### src/rtl/gpio_bank_pkg.sv
package gpio_bank_pkg;
  localparam int unsigned PIN_N     = 7;
  localparam int unsigned DATA_W    = 32;
  localparam int unsigned ADDR_W    = 8;
  localparam int unsigned WORD_B    = 4;
  localparam int unsigned REG_N     = 2;   // drive level, drive enable
  localparam int unsigned ALIAS_N   = 3;   // plain, set, clear
  localparam int unsigned FIRST_OFS = 4;
  localparam int unsigned REG_STRIDE = ALIAS_N * WORD_B;
  localparam int unsigned PIN_OFS   = FIRST_OFS + REG_N * REG_STRIDE;
  localparam int unsigned SYNC_N    = 2;

  // Per-register write strobes produced by the decoder
  typedef struct packed {
    logic plain;
    logic set;
    logic clr;
  } reg_hit_t;
endpackage

### src/rtl/gpio_bank_rst_sync.sv
module gpio_bank_rst_sync #(
  parameter int unsigned STAGES = gpio_bank_pkg::SYNC_N
) (
  input  logic clk,
  input  logic rst_n,
  output logic rst_sync_n
);
  logic [STAGES-1:0] chain_q;
  logic [STAGES-1:0] chain_d;

  always_comb begin
    chain_d = {chain_q[STAGES-2:0], 1'b1};
  end

  always_ff @(posedge clk or negedge rst_n) begin
    if (!rst_n) chain_q <= '0;
    else        chain_q <= chain_d;
  end

  assign rst_sync_n = chain_q[STAGES-1];
endmodule

### src/rtl/gpio_bank_decode.sv
module gpio_bank_decode
  import gpio_bank_pkg::*;
#(
  parameter int unsigned AW   = ADDR_W,
  parameter int unsigned NREG = REG_N
) (
  input  logic [AW-1:0]  addr,
  output reg_hit_t       hit [NREG],
  output logic           hit_pin
);
  for (genvar g = 0; g < NREG; g++) begin : g_reg
    localparam int unsigned BASE = FIRST_OFS + g * REG_STRIDE;
    assign hit[g].plain = (addr == AW'(BASE));
    assign hit[g].set   = (addr == AW'(BASE + WORD_B));
    assign hit[g].clr   = (addr == AW'(BASE + 2 * WORD_B));
  end

  assign hit_pin = (addr == AW'(FIRST_OFS + NREG * REG_STRIDE));
endmodule

### src/rtl/gpio_bank_bitreg.sv
module gpio_bank_bitreg #(
  parameter int unsigned W = gpio_bank_pkg::PIN_N
) (
  input  logic         clk,
  input  logic         rst_n,
  input  logic         wr_en,
  input  logic         set_en,
  input  logic         clr_en,
  input  logic [W-1:0] wdata,
  output logic [W-1:0] q
);
  logic [W-1:0] q_d;
  logic         ld;

  always_comb begin
    q_d = q;
    if (wr_en)  q_d = wdata;
    if (set_en) q_d = q | wdata;
    if (clr_en) q_d = q & ~wdata;
  end

  assign ld = wr_en | set_en | clr_en;

  always_ff @(posedge clk or negedge rst_n) begin
    if (!rst_n)  q <= '0;
    else if (ld) q <= q_d;
  end
endmodule

### src/rtl/gpio_out_bank.sv
module gpio_out_bank
  import gpio_bank_pkg::*;
#(
  parameter int unsigned NPIN = PIN_N,
  parameter int unsigned DW   = DATA_W,
  parameter int unsigned AW   = ADDR_W
) (
  input  logic          clk,
  input  logic          rst_n,
  input  logic [AW-1:0] bus_addr,
  input  logic          bus_wr,
  input  logic [DW-1:0] bus_wdata,
  output logic [DW-1:0] bus_rdata,
  input  logic [NPIN-1:0] pin_in,
  output logic [NPIN-1:0] pin_out,
  output logic [NPIN-1:0] pin_oe
);
  localparam int unsigned NREG = REG_N;

  logic                      rst_sync_n;
  reg_hit_t                  hit [NREG];
  logic                      hit_pin;
  logic [NREG-1:0][NPIN-1:0] state;
  logic [NPIN-1:0]           wdata_lo;
  logic                      unused_wdata_hi;
  logic [DW-1:0]             rdata_d;

  gpio_bank_rst_sync #(.STAGES(SYNC_N)) rst_sync_i (
    .clk       (clk),
    .rst_n     (rst_n),
    .rst_sync_n(rst_sync_n)
  );

  gpio_bank_decode #(.AW(AW), .NREG(NREG)) decode_i (
    .addr   (bus_addr),
    .hit    (hit),
    .hit_pin(hit_pin)
  );

  assign wdata_lo        = bus_wdata[NPIN-1:0];
  assign unused_wdata_hi = ^bus_wdata[DW-1:NPIN];

  for (genvar g = 0; g < NREG; g++) begin : g_state
    gpio_bank_bitreg #(.W(NPIN)) reg_i (
      .clk   (clk),
      .rst_n (rst_sync_n),
      .wr_en (bus_wr & hit[g].plain),
      .set_en(bus_wr & hit[g].set),
      .clr_en(bus_wr & hit[g].clr),
      .wdata (wdata_lo),
      .q     (state[g])
    );
  end

  always_comb begin
    rdata_d = '0;
    for (int i = 0; i < NREG; i++) begin
      if (hit[i].plain) rdata_d[NPIN-1:0] = state[i];
    end
    if (hit_pin) rdata_d[NPIN-1:0] = pin_in;
  end

  assign bus_rdata = rdata_d;
  assign pin_out   = state[0];
  assign pin_oe    = state[1];
endmodule

### config.mk
export PLATFORM = sky130hd
export DESIGN_NAME = gpio_out_bank
export DESIGN_NICKNAME = d
export VERILOG_FILES = /design/src/rtl/gpio_bank_pkg.sv /design/src/rtl/gpio_bank_rst_sync.sv /design/src/rtl/gpio_bank_decode.sv /design/src/rtl/gpio_bank_bitreg.sv /design/src/rtl/gpio_out_bank.sv
export SDC_FILE = /design/constraint.sdc
export NUM_CORES = 1
export LEC_CHECK = 0
export ABC_AREA = 1
export BUFFER_PORTS_ARGS = -buffer_cell sky130_fd_sc_hd__buf_2
export CORE_MARGIN = 3
export CORE_UTILIZATION = 25
export DETAILED_ROUTE_END_ITERATION = 8
export GPL_TIMING_DRIVEN = 0
export MAX_ROUTING_LAYER = met4
export PLACE_DENSITY = 0.52
export RECOVER_POWER = 100
export SLEW_MARGIN = 20
export SYNTH_ARGS = -nofsm -noshare
export SYNTH_HDL_FRONTEND = slang
export SYNTH_HIERARCHICAL = 1
export SYNTH_SLANG_ARGS = --single-unit
export TNS_END_PERCENT = 10
### constraint.sdc
create_clock -name clk -period 4.4 [get_ports clk]
set_input_delay 1.32 -clock clk [delete_from_list [all_inputs] [get_ports clk]]
set_output_delay 1.32 -clock clk [all_outputs]
set_load 0.05 [all_outputs]
==> metrics.csv <==
metric;value;unit
run status;complete, no violations;
setup TNS;0;ns
crit path buf inv count;3;
initial DRC count;47;
Synth area leader;dfrtp_1;
vias in the first global route;1298;
Largest stage delay, worst path;0.33;ns
Tcrit/Tclk final;91.44;%
Hold Fails Final Rpt;0;
worst skew pair latency;0.25;ns
Post-DP HPWL;2841;um
synth top area cells;dfrtp_1 29%, nand2_1 21%, buf_4 14%;
antenna viol nets, final;0;
data required time of the worst path;3.08;ns
CTS Sinks;16;
Yosys cell types;14;
Slowest-stage cell, CP;nor2_1;
Max VDD drop;0.0001166;V
synthesized area per cell;6.178;um2
crit end category;primary output;
worst-margin pin slew;0.6238;ns
Port Buffers;45;
total die area;6491;um2
routed vias/inst;3.696;
Synth Flop Type;dfrtp_1;
slew margin rel.;58.59;%
Starting Density;26.54;%
# IOs;96;
post-synthesis mux area share;0;%
RSZ-0062 raised after global routing;no;
Die Wd;80.57;um
initial antenna violation count;0;
Power Density;271.8;nW/um2
setup bufs post-CTS;0;
Core Region;5238;um2
leakage;1.094;nW
Syn. warnings;6;
XOR/XNOR share of the synthesized area;0;%
num rows;26;
post-route clock skew;0.001501;ns
Post-synth ARST share;100.0;%
largest net degree at the start of global routing;15;
crit-path cells;buf_2, nor2_1, nand2_1, nor2_1, buf_6, nand2_1, nand2_1, nor2_1, nor2_1, clkbuf_2;
critical path class;input port to primary output;
min-delay worst type;register to asynchronous set/reset pin;
CP arrival;2.70;ns
CP most frequent cell;nor2_1;
post-DR wirelength/cell;9.201;um
Max Cap Viol;0;
GRT Overall Usage;11.30;%
post-route minimum period;4.023;ns
post-synthesis sequential area ratio;28.80;%
Synth Area in Simple Gates;40.68;%
CTS clk-pin slew, worst paths;0.06;ns
most frequent cell after synthesis;nand2_1;
Final Max Tran Viols;0;
TritonCTS clock tree;done;
Final Total Pwr;487.0;uW
ratio of cells with drive above 1 in the final layout;22.15;%
Area growth, synth to finish;28.89;%
cts hold-fix bufs;0;
Synth Cell Area;1390;um2
Clock Tree Buf Depth;2;
final setup fails;0;
CTS root buf;clkbuf_8;
Adder-Cell Fraction of Synth Area;0;%
Crit path max-delay family;simple AND/OR/NAND/NOR gates;
GPL Wtd Cong;0.7403;
cell count after synthesis;225;
H-tree Lvls;1;
Synth Register Bits;16;
CP Max Fanout;10;
ant diodes;0;
Resized cells post-CTS;0;
startpoint types;input port;
routed wire length;3386;um
post-synth top area share;28.80;%
DR vias;1360;
Die Y;80.57;um
# DRC;0;
gr ovfl total;0;
largest family of logic cells by synthesized area;simple AND/OR/NAND/NOR gates;
Pre-Repair DR Iteration Count;4;
layout net count;349;
Post-synth EDFFs;0;
first-pass GRT wire length;5713;um
Fmax;248.6;MHz
Compound-Gate Fraction of Synth Area;5.041;%
total CTS buffers;3;
synth cell count leaders;76 x nand2_1, 41 x nor2_1, 25 x buf_4, 25 x inv_1, 16 x dfrtp_1;
per-layer routing:
metal  up-vias  wire, um  track usage [%]
li1        767         -                -
met5         -         0                -
met4         0         0            3.041
met3         0       199            1.457
met1       560      1618            14.10
met2        33      1569            19.21
logic make-up (layout without fill, tap and decap cells):
family,Yosys count,in the layout
buf+inv,57,106
other cells,2,26
compound gates,14,14
simple gates,136,136
flops,16,16
sequential cells by signal, indices dropped and copies added, names as in the netlist:
signal and cells:
g_state.reg_i/q 14, rst_sync_i/chain_q 2
power breakdown:
part	switching [mW]	internal, mW
clock	0.0510	0.0794
sequential	0.0162	0.165
combinational	0.137	0.0388
total	0.204	0.283
worst paths after layout:
| check | startpoint | endpoint | slack (ns) | depth (start not counted) |
|---|---|---|---|---|
| max in group asynchronous | rst_n | rst_sync_i/chain_q[1] | 3.44 | 1 |
| min in group clk | rst_sync_i/chain_q[0] | rst_sync_i/chain_q[1] | 0.35 | 0 |
| min reg2reg | rst_sync_i/chain_q[1] | g_state[0].reg_i/q[4] | 0.24 | 0 |
| max | bus_addr[7] | bus_rdata[3] | 0.38 | 10 |
| max reg2reg | g_state[0].reg_i/q[0] | g_state[0].reg_i/q[0] | 3.77 | 2 |
| min | rst_sync_i/chain_q[1] | g_state[0].reg_i/q[4] | 0.24 | 0 |
through the flow:
step	setup slack, ns	util, %	instances	hold slack [ns]	area [um2]
2_1_floorplan	0.3156	-	249	0.1735	1480
3_3_place_gp	0.3866	34.23	364	0.2611	1793
3_5_place_dp	0.3711	34.23	364	0.2587	1793
4_1_cts	0.3684	35.28	368	0.2651	1848
5_1_grt	0.1432	34.21	368	0.2940	1792
6_report	0.3767	34.21	368	0.2411	1792
final cells by class:
| class | instances | area (um2) |
|---|---|---|
| Fill cell | 614 | 3446 |
| Multi-Input combinational cell | 176 | 718.2 |
| Sequential cell | 16 | 400.4 |
| Inverter | 27 | 101.3 |
| Timing Repair Buffer | 45 | 206.4 |
| Clock buffer | 4 | 55.05 |
| Tap cell | 70 | 87.58 |
| Buffer | 30 | 222.7 |
cell usage in the layout (no fill, tap or decap):
| master | instances |
|---|---|
| buf_4 | 25 |
| inv_1 | 26 |
| clkbuf_1 | 17 |
| clkbuf_2 | 7 |
| dfrtp_1 | 16 |
| nor2_4 | 3 |
| nor2_1 | 41 |
| conb_1 | 26 |
| o21ai_0 | 14 |
| inv_2 | 1 |
| nand2_1 | 78 |
| buf_2 | 24 |
| nand3_1 | 14 |
| clkbuf_8 | 4 |
| buf_6 | 2 |
No activity file was read; power rests on OpenSTA's default activity.
